--- config.mk ---
export PLATFORM = sky130hd
export DESIGN_NAME = isa_cycle_timer
export DESIGN_NICKNAME = d
export VERILOG_FILES = /design/src/rtl/isa_tmg_pkg.sv /design/src/rtl/isa_clk_div.sv /design/src/rtl/isa_cnt_sel.sv /design/src/rtl/isa_cyc_fsm.sv /design/src/rtl/isa_cycle_timer.sv
export SDC_FILE = /design/constraint.sdc
export NUM_CORES = 1
export LEC_CHECK = 0
export CAP_MARGIN = 20
export CELL_PAD_IN_SITES_DETAIL_PLACEMENT = 1
export CELL_PAD_IN_SITES_GLOBAL_PLACEMENT = 1
export CORE_ASPECT_RATIO = 0.6
export CORE_MARGIN = 2
export CORE_UTILIZATION = 45
export DETAILED_ROUTE_END_ITERATION = 12
export DONT_BUFFER_PORTS = 1
export GPL_ROUTABILITY_DRIVEN = 0
export PLACE_DENSITY = 0.79
export SKIP_CTS_REPAIR_TIMING = 1
export SLEW_MARGIN = 15
export SYNTH_ARGS = -nofsm -noshare
export SYNTH_HDL_FRONTEND = slang
export SYNTH_HIERARCHICAL = 1
export SYNTH_SLANG_ARGS = --single-unit
export TNS_END_PERCENT = 30
--- constraint.sdc ---
create_clock -name clk -period 3.2 [get_ports clk]
set_input_delay 0.32 -clock clk [delete_from_list [all_inputs] [get_ports clk]]
set_output_delay 0.32 -clock clk [all_outputs]
set_load 0.02 [all_outputs]
--- src/rtl/isa_tmg_pkg.sv ---
package isa_tmg_pkg;
  typedef enum logic [1:0] {
    ST_IDLE  = 2'd0,
    ST_SETUP = 2'd1,
    ST_CMD   = 2'd2,
    ST_RECOV = 2'd3
  } cyc_st_e;

  typedef struct packed {
    logic w16;
    logic io;
  } cyc_attr_t;
endpackage

--- src/rtl/isa_clk_div.sv ---
module isa_clk_div #(
  parameter int DIV_W = 4
) (
  input  logic             clk,
  input  logic             rst_n,
  input  logic [DIV_W-1:0] div_sel,
  output logic             bclk_en
);
  logic [DIV_W-1:0] div_eff;
  logic [DIV_W-1:0] cnt_q, cnt_d;
  logic             last;

  always_comb begin
    div_eff = (div_sel < DIV_W'(2)) ? DIV_W'(2) : div_sel;
    last    = (cnt_q >= (div_eff - DIV_W'(1)));
    cnt_d   = last ? '0 : cnt_q + DIV_W'(1);
  end

  always_ff @(posedge clk or negedge rst_n) begin
    if (!rst_n) cnt_q <= '0;
    else        cnt_q <= cnt_d;
  end

  assign bclk_en = last;


  bclk_single_chk: assert property (@(posedge clk) disable iff (!rst_n)
    bclk_en |=> !bclk_en);
endmodule

--- src/rtl/isa_cnt_sel.sv ---
module isa_cnt_sel
  import isa_tmg_pkg::*;
#(
  parameter int CNT_W   = 4,
  parameter int GAP_W   = 5,
  parameter int MIN_GAP = 1
) (
  input  cyc_attr_t        attr,
  input  logic [CNT_W-1:0] wait8,
  input  logic [CNT_W-1:0] wait16,
  input  logic [CNT_W-1:0] rcv8,
  input  logic [CNT_W-1:0] rcv16,
  input  logic             rcv_en,
  output logic [GAP_W-1:0] wait_ld,
  output logic [GAP_W-1:0] gap_ld
);
  logic [CNT_W-1:0] rcv_pick;
  logic [GAP_W-1:0] gap_total;

  always_comb begin
    wait_ld   = GAP_W'(attr.w16 ? wait16 : wait8);
    rcv_pick  = attr.w16 ? rcv16 : rcv8;
    gap_total = GAP_W'(MIN_GAP);
    if (attr.io && rcv_en) gap_total = gap_total + GAP_W'(rcv_pick);
    gap_ld    = gap_total - GAP_W'(1);
  end
endmodule

--- src/rtl/isa_cyc_fsm.sv ---
module isa_cyc_fsm
  import isa_tmg_pkg::*;
#(
  parameter int CNT_W = 4,
  parameter int GAP_W = 5
) (
  input  logic             clk,
  input  logic             rst_n,
  input  logic             bclk_en,
  input  logic             req,
  input  logic             req_w16,
  input  logic             req_io,
  input  logic [CNT_W-1:0] setup_cnt,
  input  logic [GAP_W-1:0] wait_ld,
  input  logic [GAP_W-1:0] gap_ld,
  output cyc_attr_t        attr,
  output logic             cmd,
  output logic             rdy,
  output logic             busy
);
  cyc_st_e          st_q, st_d;
  logic [GAP_W-1:0] cnt_q, cnt_d;
  cyc_attr_t        attr_q, attr_d;
  logic             cmd_d1_q, rdy_q;
  logic             cnt_zero;

  assign cnt_zero = (cnt_q == '0);

  always_comb begin
    st_d   = st_q;
    cnt_d  = cnt_q;
    attr_d = attr_q;
    unique case (st_q)
      ST_IDLE: begin
        if (req) begin
          st_d       = ST_SETUP;
          cnt_d      = GAP_W'(setup_cnt);
          attr_d.w16 = req_w16;
          attr_d.io  = req_io;
        end
      end
      ST_SETUP: begin
        if (bclk_en) begin
          if (cnt_zero) begin
            st_d  = ST_CMD;
            cnt_d = wait_ld;
          end else begin
            cnt_d = cnt_q - GAP_W'(1);
          end
        end
      end
      ST_CMD: begin
        if (bclk_en) begin
          if (cnt_zero) begin
            st_d  = ST_RECOV;
            cnt_d = gap_ld;
          end else begin
            cnt_d = cnt_q - GAP_W'(1);
          end
        end
      end
      ST_RECOV: begin
        if (bclk_en) begin
          if (cnt_zero) st_d  = ST_IDLE;
          else          cnt_d = cnt_q - GAP_W'(1);
        end
      end
      default: st_d = ST_IDLE;
    endcase
  end

  always_ff @(posedge clk or negedge rst_n) begin
    if (!rst_n) begin
      st_q     <= ST_IDLE;
      cnt_q    <= '0;
      attr_q   <= '0;
      cmd_d1_q <= 1'b0;
      rdy_q    <= 1'b0;
    end else begin
      st_q     <= st_d;
      cnt_q    <= cnt_d;
      attr_q   <= attr_d;
      cmd_d1_q <= cmd;
      rdy_q    <= cmd_d1_q & ~cmd;
    end
  end

  assign cmd  = (st_q == ST_CMD);
  assign busy = (st_q != ST_IDLE);
  assign rdy  = rdy_q;
  assign attr = attr_q;


  cnt_hold_chk: assert property (@(posedge clk) disable iff (!rst_n)
    (busy && !bclk_en) |=> $stable(cnt_q));


  rdy_pulse_chk: assert property (@(posedge clk) disable iff (!rst_n)
    rdy |=> !rdy);
endmodule

--- src/rtl/isa_cycle_timer.sv ---
module isa_cycle_timer
  import isa_tmg_pkg::*;
#(
  parameter int DIV_W   = 4,
  parameter int CNT_W   = 4,
  parameter int MIN_GAP = 1
) (
  input  logic             clk,
  input  logic             rst_n,
  input  logic [DIV_W-1:0] div_sel,
  input  logic [CNT_W-1:0] wait8,
  input  logic [CNT_W-1:0] wait16,
  input  logic [CNT_W-1:0] rcv8,
  input  logic [CNT_W-1:0] rcv16,
  input  logic             rcv_en,
  input  logic [CNT_W-1:0] setup_cnt,
  input  logic             req,
  input  logic             req_w16,
  input  logic             req_io,
  output logic             bclk_en,
  output logic             cmd,
  output logic             rdy,
  output logic             busy
);
  localparam int GAP_W = $clog2(MIN_GAP + (1 << CNT_W)) + 1;

  logic             rst_s1_q, rst_s2_q;
  cyc_attr_t        attr;
  logic [GAP_W-1:0] wait_ld, gap_ld;

  always_ff @(posedge clk or negedge rst_n) begin
    if (!rst_n) begin
      rst_s1_q <= 1'b0;
      rst_s2_q <= 1'b0;
    end else begin
      rst_s1_q <= 1'b1;
      rst_s2_q <= rst_s1_q;
    end
  end

  isa_clk_div #(.DIV_W(DIV_W)) div_i (
    .clk     (clk),
    .rst_n   (rst_s2_q),
    .div_sel (div_sel),
    .bclk_en (bclk_en)
  );

  isa_cnt_sel #(.CNT_W(CNT_W), .GAP_W(GAP_W), .MIN_GAP(MIN_GAP)) sel_i (
    .attr    (attr),
    .wait8   (wait8),
    .wait16  (wait16),
    .rcv8    (rcv8),
    .rcv16   (rcv16),
    .rcv_en  (rcv_en),
    .wait_ld (wait_ld),
    .gap_ld  (gap_ld)
  );

  isa_cyc_fsm #(.CNT_W(CNT_W), .GAP_W(GAP_W)) fsm_i (
    .clk       (clk),
    .rst_n     (rst_s2_q),
    .bclk_en   (bclk_en),
    .req       (req),
    .req_w16   (req_w16),
    .req_io    (req_io),
    .setup_cnt (setup_cnt),
    .wait_ld   (wait_ld),
    .gap_ld    (gap_ld),
    .attr      (attr),
    .cmd       (cmd),
    .rdy       (rdy),
    .busy      (busy)
  );


  cmd_rise_tick_chk: assert property (@(posedge clk) disable iff (!rst_s2_q)
    $rose(cmd) |-> $past(bclk_en));


  cmd_fall_tick_chk: assert property (@(posedge clk) disable iff (!rst_s2_q)
    $fell(cmd) |-> $past(bclk_en));


  rdy_after_fall_chk: assert property (@(posedge clk) disable iff (!rst_s2_q)
    $fell(cmd) |=> rdy);


  rdy_in_busy_chk: assert property (@(posedge clk) disable iff (!rst_s2_q)
    rdy |-> busy);
endmodule

==> flow_summary.json, run 1 <==
{
  "run_status": "completed",
  "grt_setup_unrepaired": "no",
  "wl_per_cell_um": 20.1,
  "pwr-share-seq": 0.246,
  "grt_usage": 0.222,
  "holdPathStages": 1,
  "clkTransAtPathRegs_ns": 0.08,
  "cts_root_buf": "clkbuf_8",
  "max_clock_freq_mhz": 369,
  "netlist_instances": 163,
  "ios": 34,
  "grt_pass1_vias": 1410,
  "synth-seq-cells": 18,
  "clockBufferDepth": 2,
  "p_comb_frac": 0.652,
  "r2r-end": "fsm_i/cnt_q[3]",
  "avgViaCountPerCell": 6.26,
  "grt_max_degree": 17,
  "synth_edf_count": 0,
  "synth_cell_type_count": 50,
  "gr-usage-met3": 0.0604,
  "arrival_ns": 2.84,
  "crit_type": "reg2reg",
  "rows": 16,
  "grt_pass1_wl_mm": 6.84,
  "chipHeight_um": 49.8,
  "hold_path_end": "fsm_i/attr[0]",
  "fin_setup_tns_ns": 0,
  "regToRegSetupSlack_ns": 0.49,
  "hold_violations": 0,
  "clock-sinks": 18,
  "htree_levels": 1,
  "placedCellCount": 204,
  "drt_iter0_drc": 76,
  "cp.required_ns": 3.33,
  "layout_min_cycle_time_ns": 2.71,
  "worst_pin_slew_ns": 0.717,
  "cts_tree": "built",
  "synth_ff_type": "dfrtp_1",
  "cellPowerDensity_mw_per_mm2": 1140,
  "endpoint_kind": "flop",
  "pre_cts_slack_ns": 0.353,
  "fp.dieW_um": 80.4,
  "grtUsageMet2": 0.351,
  "synth-async-reset-ratio": 1.00,
  "syn-mean-instance-area_um2": 9.67,
  "p_sw_mw": 0.933,
  "startpoint_type": "flop",
  "dieArea_mm2": 0.00401,
  "core_mm2": 0.00330,
  "finalSetupViolCount": 0,
  "drtAntennaViolNets": 0,
  "timing.final.crit_share": 0.846,
  "grt_overflow": 0,
  "cap_violations": 0,
  "area_growth_pct": 5.64,
  "slew_headroom": 0.522,
  "cts_made_buffers": 3,
  "nNetsFinal": 209,
  "stdcell_count": 209,
  "irDropWorstVdd_mv": 0.578,
  "power_mw": 1.89,
  "p_clk_frac": 0.101,
  "antenna_found_initial": 0,
  "fin_util": 0.504,
  "grtUsageMet1": 0.314,
  "crit_fanout": 8,
  "grt_busiest_layer": "met2",
  "hp-start": "req_io",
  "drt-total-wl_mm": 4.20,
  "vias": 1309,
  "fin_skew_ns": 0.0109,
  "diodes": 0,
  "final_cell_mix": "18 x dfrtp_1, 14 x inv_1, 14 x ha_1, 9 x nor2_1, 9 x mux2_2",
  "numPortBuffers": 0,
  "setup_ws_ns": 0.493,
  "synth-seq-area-share": 0.286,
  "r2r-start": "fsm_i/attr[1]",
  "p_sw_frac": 0.493,
  "post-dp-hpwl_mm": 3.33,
  "start_util": 0.477,
  "drc": 0,
  "maxSlewViolCount": 0,
  "drtPass1Iterations": 5,
  "reg2reg_depth": 9,
  "clk_latency_ns": 0.26,
  "leakagePower_nw": 0.705,
  "final_common_cell": "dfrtp_1",
  "yosys_warnings": 6,
  "intPower_mw": 0.960,
  "syn_area_mm2": 0.00158,
  "drive_gt1_frac": 0.177,
  "hold_class": "in2reg"
}
[power groups by stage]
stage                     sequential, mW  combinational [mW]  clock (mW)
final                              0.466                1.23       0.192
after global routing               0.477                1.35       0.208
after CTS                          0.464                1.24       0.196
after detailed placement           0.465                1.22           0
after global placement             0.453                1.15           0
after floorplan                    0.418                1.01           0
[how the worst max path moves through the flow]
stage / from / end / slack, ns
2_1_floorplan: fsm_i/attr[1] / fsm_i/cnt_q[3] / 0.61
3_5_place_dp: div_sel[3] / fsm_i/cnt_q[2] / 0.35
6_report: fsm_i/attr[1] / fsm_i/cnt_q[3] / 0.49
4_1_cts: fsm_i/attr[1] / fsm_i/cnt_q[3] / 0.50
5_1_grt: fsm_i/attr[1] / fsm_i/cnt_q[3] / 0.34
3_3_place_gp: div_sel[3] / fsm_i/cnt_q[5] / 0.49
[layer usage]
metal | vias up | wire length (um)
met5 | - | 0
met4 | 0 | 4
met2 | 37 | 1900
met1 | 663 | 2050
met3 | 2 | 246
li1 | 607 | -
[synthesized netlist by cell type (all sizes together), types with 4 or more instances]
master  instances  area share
nand2           5       0.013
ha             14        0.11
a21oi           7       0.032
nor3           10       0.046
dfrtp          18        0.29
buf             6       0.028
a22o            6       0.033
nor2           10       0.029
mux2            9       0.064
o31ai           6       0.029
inv            14       0.033
nand3           5       0.019
xnor2           4       0.022
o21ai           4       0.013
nor2b           6       0.024
a221oi          4       0.022
mux2i           4       0.025
[critical path: stages (launching register included)]
cell and delay, ns:
dfrtp_1 0.48, mux2i_1 0.35, inv_1 0.13, ha_1 0.35, o311ai_2 0.33, xnor2_1 0.18
nor2_1 0.08, a22o_1 0.23, a221oi_1 0.33, o32ai_2 0.13
[layout make-up]
| class | instances | area (um2) |
|---|---|---|
| fillers | 397 | 1640 |
| multi-input cells | 126 | 1030 |
| flip-flops and latches | 18 | 450 |
| well taps | 45 | 56.3 |
| clock buffers | 4 | 55.1 |
| inverters | 14 | 52.6 |
| repair buffers | 2 | 17.5 |
[flip-flops by register name, indices dropped and copies added, names as in the netlist]
signal / flops
rst_s1_q: 1
fsm_i/cmd_d1_q: 1
div_i/cnt_q: 4
fsm_i/st_q: 2
rst_s2_q: 1
fsm_i/rdy: 1
fsm_i/cnt_q: 6
fsm_i/attr: 2
[metrics by stage]
step	hold WS (ns)	area [um2]
floorplan	0.0244	1580
global placement	0.0245	1600
detailed placement	0.0245	1600
CTS	-0.251	1660
global route	0.212	1670
finish	0.217	1670
[kinds of logic (layout without fill, tap and decap cells)]
group | Yosys count | count (layout) | share of synthesized area
AOI/OAI and AO/OA | 42 | 42 | 0.223
xor gates and xnor gates | 5 | 5 | 0.0278
adders and majority gates | 14 | 14 | 0.111
buffers and inverters | 20 | 20 | 0.0611
DFF | 18 | 18 | 0.286
muxes | 13 | 13 | 0.0897
other | 2 | 3 | 0.00476
and+or+nand+nor | 49 | 49 | 0.197
(Power assumes the default switching activity.)
==> inputs of run 2 (changes only) <==
--- a/config.mk
+++ b/config.mk
@@ -5,16 +5,17 @@
 export SDC_FILE = /design/constraint.sdc
 export NUM_CORES = 1
 export LEC_CHECK = 0
+export ABC_AREA = 1
 export CAP_MARGIN = 20
 export CELL_PAD_IN_SITES_DETAIL_PLACEMENT = 1
 export CELL_PAD_IN_SITES_GLOBAL_PLACEMENT = 1
 export CORE_ASPECT_RATIO = 0.6
 export CORE_MARGIN = 2
-export CORE_UTILIZATION = 45
+export CORE_UTILIZATION = 44
 export DETAILED_ROUTE_END_ITERATION = 12
 export DONT_BUFFER_PORTS = 1
 export GPL_ROUTABILITY_DRIVEN = 0
-export PLACE_DENSITY = 0.79
+export PLACE_DENSITY = 0.83
 export SKIP_CTS_REPAIR_TIMING = 1
 export SLEW_MARGIN = 15
 export SYNTH_ARGS = -nofsm -noshare
==> constraint.sdc (replaced) <==
create_clock -name clk -period 2.5 [get_ports clk]
set_input_delay 0.25 -clock clk [delete_from_list [all_inputs] [get_ports clk]]
set_output_delay 0.25 -clock clk [all_outputs]
set_load 0.02 [all_outputs]
==> run 2 against run 1 <==
Power up 21%; combinational power rose by 22%; die area increased by 4.3%; first-iteration DRC count fell by 21%; maximum frequency up 21%; critical path depth is 5 higher; non-clock buffer count up 2; synthesized area is 2.3% higher; sequential power rose by 20%; routed wire length shrank 12%; clock skew decreased by 0.0063 ns; critical path type unchanged; critical endpoint is now fsm_i/cnt_q[4]; largest power group unchanged; highest routed layer unchanged.
==> flow_summary.json, run 2 <==
{
  "run_status": "completed",
  "grt_overflow": 0,
  "hold_violations": 0,
  "layout_min_cycle_time_ns": 2.23,
  "cap_violations": 0,
  "drtPass1Iterations": 4,
  "netlist_instances": 241,
  "max_stage_delay_ns": 0.50,
  "post-dp-hpwl_mm": 3.11,
  "synth_commonest_cells": "94 x nand2_1, 31 x inv_1, 28 x nor2_1",
  "syn_area_mm2": 0.00161,
  "top_register": "fsm_i/cnt_q",
  "cellPowerDensity_mw_per_mm2": 1330,
  "hold_class": "in2reg",
  "nNetsFinal": 291,
  "area_growth_pct": 6.90,
  "irDropWorstVdd_mv": 0.644,
  "slew_headroom": 0.535,
  "final_cell_mix": "94 x nand2_1, 31 x inv_1, 28 x nor2_1, 17 x dfrtp_1, 14 x ha_1",
  "largestRegisters": "fsm_i/cnt_q x6, div_i/cnt_q x4",
  "max_clock_freq_mhz": 448,
  "drc": 0,
  "synth-async-reset-ratio": 1.00,
  "endpoint_kind": "flop",
  "yosys_warnings": 6,
  "final_common_cell": "nand2_1",
  "drtAntennaViolNets": 0,
  "htree_levels": 1,
  "grt_setup_unrepaired": "no",
  "vias": 1435,
  "synth-seq-area-share": 0.279,
  "maxSlewViolCount": 0,
  "drt_iter0_drc": 60,
  "dieArea_mm2": 0.00418,
  "yosysTopAreaCellShare": 0.279,
  "clock-sinks": 18,
  "crit_fanout": 13,
  "drive_gt1_frac": 0.130,
  "avgViaCountPerCell": 4.93,
  "cts_root_buf": "clkbuf_8",
  "chipHeight_um": 50.9,
  "synth_edf_count": 0,
  "worst_pin_slew_ns": 0.697,
  "finalSetupViolCount": 0,
  "setup_ws_ns": 0.267,
  "synth_cell_type_count": 26,
  "wl_per_cell_um": 12.7,
  "synth_top_area_cell": "dfrtp_1",
  "startpoint_type": "flop",
  "clockBufferDepth": 2,
  "drt-total-wl_mm": 3.71,
  "antenna_found_initial": 0,
  "yosysMostFrequentCell": "nand2_1",
  "clkTransAtPathRegs_ns": 0.07,
  "crit_top_cell": "nand2_1",
  "critPathSlowestCell": "dfrtp_2",
  "ios": 34,
  "arrival_ns": 2.38,
  "synth_area_leaders": "dfrtp_1 28%, nand2_1 22%, ha_1 11%",
  "grt_usage": 0.207,
  "fp.dieW_um": 82.2,
  "grt_pass1_vias": 1429,
  "timing.final.crit_share": 0.893,
  "numPortBuffers": 0,
  "cp.required_ns": 2.65,
  "cts_tree": "built",
  "syn-mean-instance-area_um2": 6.69,
  "synth_ff_type": "dfrtp_1",
  "rows": 16,
  "fin_skew_ns": 0.00461,
  "power_mw": 2.30,
  "grt_max_degree": 17,
  "synth-seq-cells": 18,
  "cts_made_buffers": 3,
  "largest_reg_flops": 6,
  "clk_latency_ns": 0.25,
  "diodes": 0,
  "crit_type": "reg2reg",
  "path_cells": "o21ai_1 > ha_1 > nand2_1 > ha_1 > nand2_1 > inv_1 > nand2_2 > nand2_1 > nand2_1 > a22o_2 > nand2_1 > nand2_1 > nand2_1 > nand2_1",
  "start_util": 0.477,
  "grt_pass1_wl_mm": 6.53,
  "pre_cts_slack_ns": 0.195,
  "leakagePower_nw": 0.969,
  "fin_setup_tns_ns": 0,
  "core_mm2": 0.00338
}
==> run 2: changes by cell type after synthesis, sizes merged, moves of 3 or more <==
cell / change
inv: +18
a22o: -3
mux2i: -4
nor2: +21
mux2: -7
o31ai: -6
a21oi: -3
nor2b: -6
nand2: +97
nor3: -10
a221oi: -4
a31oi: -3
nand3: +9
==> run 2: power breakdown <==
group,total (mW),internal (mW),switching (mW)
Sequential,0.557,0.421,0.136
Clock,0.238,0.140,0.0977
Combinational,1.50,0.537,0.965
==> run 2: worst max-delay path: cells and delay by family (launching register included) <==
family | cells | cell delay (ns)
buf+inv | 1 | 0.08
simple gates | 9 | 0.52
fa+ha+maj | 2 | 0.49
flops | 1 | 0.50
compound gates | 2 | 0.55
==> run 2: per-stage QoR <==
| stage | std cells | instance area [um2] | hold WS (ns) | util |
|---|---|---|---|---|
| finish | 291 | 1720 | 0.147 | 0.510 |
| global route | 291 | 1720 | 0.130 | 0.510 |
| CTS | 290 | 1710 | -0.321 | 0.506 |
| detailed placement | 286 | 1660 | -0.0455 | 0.490 |
| global placement | 286 | 1660 | -0.0455 | 0.490 |
| floorplan | 242 | 1620 | -0.0456 | - |
==> run 2: logic make-up after synthesis <==
logic type               synth area share
multiplexers                       0.0140
other                             0.00466
flip-flops                          0.279
AND/OR/NAND/NOR                     0.413
adder cells (fa/ha/maj)             0.109
AO/OA/AOI/OAI                      0.0551
XOR/XNOR                           0.0272
buffers and inverters              0.0977
==> run 2: worst paths after layout <==
path,from,end,slack [ns],cells after the start
max in group asynchronous,rst_s2_q,fsm_i/attr[1],1.73,0
worst max-delay path,fsm_i/attr[1],fsm_i/cnt_q[4],0.27,14
min in group asynchronous,rst_n,rst_s2_q,0.22,1
worst min-delay path,req_io,fsm_i/attr[0],0.15,1
worst max register to register,fsm_i/attr[1],fsm_i/cnt_q[4],0.27,14
worst min register to register,rst_s2_q,fsm_i/st_q[0],0.29,0
==> run 2: metal layers <==
metal	wire, um	vias up	share of wire	global-route usage
met3	119	2	0.032	0.0495
met4	13	0	0.0035	0.0333
met2	1470	15	0.40	0.295
met1	2100	674	0.57	0.318
li1	-	744	-	-
met5	0	-	0	0
==> run 2: area by class of cell <==
class                   instances  area, um2
clock buffers                   4       55.1
fillers                       477       1660
inverters                      32        120
multi-input cells             188       1010
flip-flops and latches         18        452
well taps                      45       56.3
repair buffers                  4       32.5
==> inputs of run 3 (changes only) <==
--- a/config.mk
+++ b/config.mk
@@ -5,17 +5,16 @@
 export SDC_FILE = /design/constraint.sdc
 export NUM_CORES = 1
 export LEC_CHECK = 0
-export ABC_AREA = 1
 export CAP_MARGIN = 20
 export CELL_PAD_IN_SITES_DETAIL_PLACEMENT = 1
 export CELL_PAD_IN_SITES_GLOBAL_PLACEMENT = 1
 export CORE_ASPECT_RATIO = 0.6
 export CORE_MARGIN = 2
-export CORE_UTILIZATION = 44
+export CORE_UTILIZATION = 45
 export DETAILED_ROUTE_END_ITERATION = 12
 export DONT_BUFFER_PORTS = 1
 export GPL_ROUTABILITY_DRIVEN = 0
-export PLACE_DENSITY = 0.83
+export PLACE_DENSITY = 0.79
 export SKIP_CTS_REPAIR_TIMING = 1
 export SLEW_MARGIN = 15
 export SYNTH_ARGS = -nofsm -noshare
==> run 3 against run 2 <==
Critical path depth fell by 4; die area fell by 4.1%; combinational power rose by 15%; routed wire length rose by 13%; first-iteration DRC count fell by 6.7%; clock skew fell by 0.0029 ns; largest power group unchanged.
==> flow_summary.json, run 3 (synthesis results as in run 1) <==
{
  "hold_ws_ns": 0.142,
  "cp-startpoint": "fsm_i/attr[1]",
  "ios": 34,
  "worst_pin_slew_ns": 0.678,
  "path_delay_family": "compound AO/OA/AOI/OAI gates",
  "rows": 16,
  "run_status": "completed",
  "grt_pass1_vias": 1478,
  "dieArea_mm2": 0.00401,
  "clock-sinks": 18,
  "fp.dieW_um": 80.4,
  "drive_gt1_frac": 0.235,
  "numPortBuffers": 0,
  "max_stage_delay_ns": 0.41,
  "hold_class": "in2reg",
  "regToRegSetupSlack_ns": 0.09,
  "final_common_cell": "dfrtp_1",
  "endpoint_kind": "flop",
  "startpoint_type": "flop",
  "avgViaCountPerCell": 6.07,
  "core_mm2": 0.00330,
  "antenna_found_initial": 0,
  "crit_fanout": 5,
  "cp.required_ns": 2.63,
  "cts_made_buffers": 3,
  "clockBufferDepth": 2,
  "drc": 0,
  "cts_root_buf": "clkbuf_8",
  "start_util": 0.477,
  "clkTransAtPathRegs_ns": 0.07,
  "cts_tree": "built",
  "vias": 1306,
  "maxSlewViolCount": 0,
  "largest_reg_flops": 6,
  "wl_per_cell_um": 19.4,
  "cellPowerDensity_mw_per_mm2": 1470,
  "critPathSlowestCell": "dfrtp_2",
  "grt_overflow": 0,
  "final_cell_mix": "17 x dfrtp_1, 14 x inv_1, 12 x ha_1, 9 x nor2_1, 9 x mux2_2",
  "diodes": 0,
  "path_buf_inv": 1,
  "hold_path_end": "fsm_i/attr[1]",
  "drt_iter0_drc": 56,
  "slew_headroom": 0.548,
  "max_clock_freq_mhz": 416,
  "nNetsFinal": 215,
  "hp-start": "req_w16",
  "path_cells": "mux2i_2 > inv_1 > ha_4 > nor3_1 > o311ai_2 > xnor2_1 > nor2_1 > a22o_1 > a221oi_2 > o32ai_2",
  "leakagePower_nw": 0.735,
  "r2r-start": "fsm_i/attr[1]",
  "post-dp-hpwl_mm": 3.35,
  "chipHeight_um": 49.8,
  "finalSetupViolCount": 0,
  "cap_violations": 0,
  "grt_max_degree": 17,
  "top_register": "fsm_i/cnt_q",
  "timing.final.crit_share": 0.962,
  "reg2reg_depth": 10,
  "grt_usage": 0.235,
  "area_growth_pct": 10.2,
  "fin_skew_ns": 0.00170,
  "drt-total-wl_mm": 4.17,
  "drtPass1Iterations": 4,
  "largestRegisters": "fsm_i/cnt_q x6, div_i/cnt_q x4",
  "crit_type": "reg2reg",
  "holdPathStages": 1,
  "power_mw": 2.55,
  "irDropWorstVdd_mv": 0.726,
  "r2r-end": "fsm_i/cnt_q[3]",
  "grt_pass1_wl_mm": 7.28,
  "drtAntennaViolNets": 0,
  "arrival_ns": 2.54,
  "fin_setup_tns_ns": 0,
  "hold_violations": 0,
  "clk_latency_ns": 0.26,
  "layout_min_cycle_time_ns": 2.41,
  "htree_levels": 1
}
[run 3: power by group]
group / internal, mW / total [mW] / switching, mW / leakage (nW)
sequential: 0.427 / 0.589 / 0.162 / 0.223
clock: 0.140 / 0.242 / 0.102 / 0.0288
combinational: 0.752 / 1.72 / 0.964 / 0.483
[run 3: worst max-delay path by stage]
| stage | to | slack (ns) | cells past startpoint |
|---|---|---|---|
| finish | fsm_i/cnt_q[3] | 0.09 | 10 |
| global route | fsm_i/cnt_q[4] | -0.02 | 11 |
| CTS | fsm_i/cnt_q[3] | 0.004 | 8 |
| detailed placement | fsm_i/cnt_q[3] | 0.02 | 8 |
| global placement | fsm_i/cnt_q[3] | 0.01 | 8 |
| floorplan | fsm_i/cnt_q[3] | 0.002 | 10 |
[run 3: layer usage]
layer  GRT usage  part of all wire  vias to the layer above
met2       0.361              0.44                       29
met3      0.0586             0.053                        6
met4      0.0452            0.0055                        0
met5           0                 0                        -
li1            -                 -                      615
met1       0.337              0.50                      656
[run 3: layout make-up]
cell class                      instances  area, um2
Sequential cell                        18        452
Multi-Input combinational cell        126       1060
Inverter                               14       52.6
Timing Repair Buffer                    8       62.6
Fill cell                             404       1570
Tap cell                               45       56.3
Clock buffer                            4       55.1
[run 3: worst register-to-register path: stages, from the launching register on]
cell	delay, ns
dfrtp_2	0.41
mux2i_2	0.25
inv_1	0.12
ha_4	0.19
nor3_1	0.27
o311ai_2	0.17
xnor2_1	0.17
nor2_1	0.06
a22o_1	0.25
a221oi_2	0.28
o32ai_2	0.12
[run 3: per-stage QoR]
step                      area [um2]  cells  setup WS, ns   util
final                           1740    215        0.0941  0.526
after detailed placement        1650    210        0.0193  0.500
after global placement          1650    210        0.0142  0.500
after floorplan                 1590    164       0.00213      -
after global routing            1740    215       -0.0168  0.526
after CTS                       1710    214       0.00410  0.517
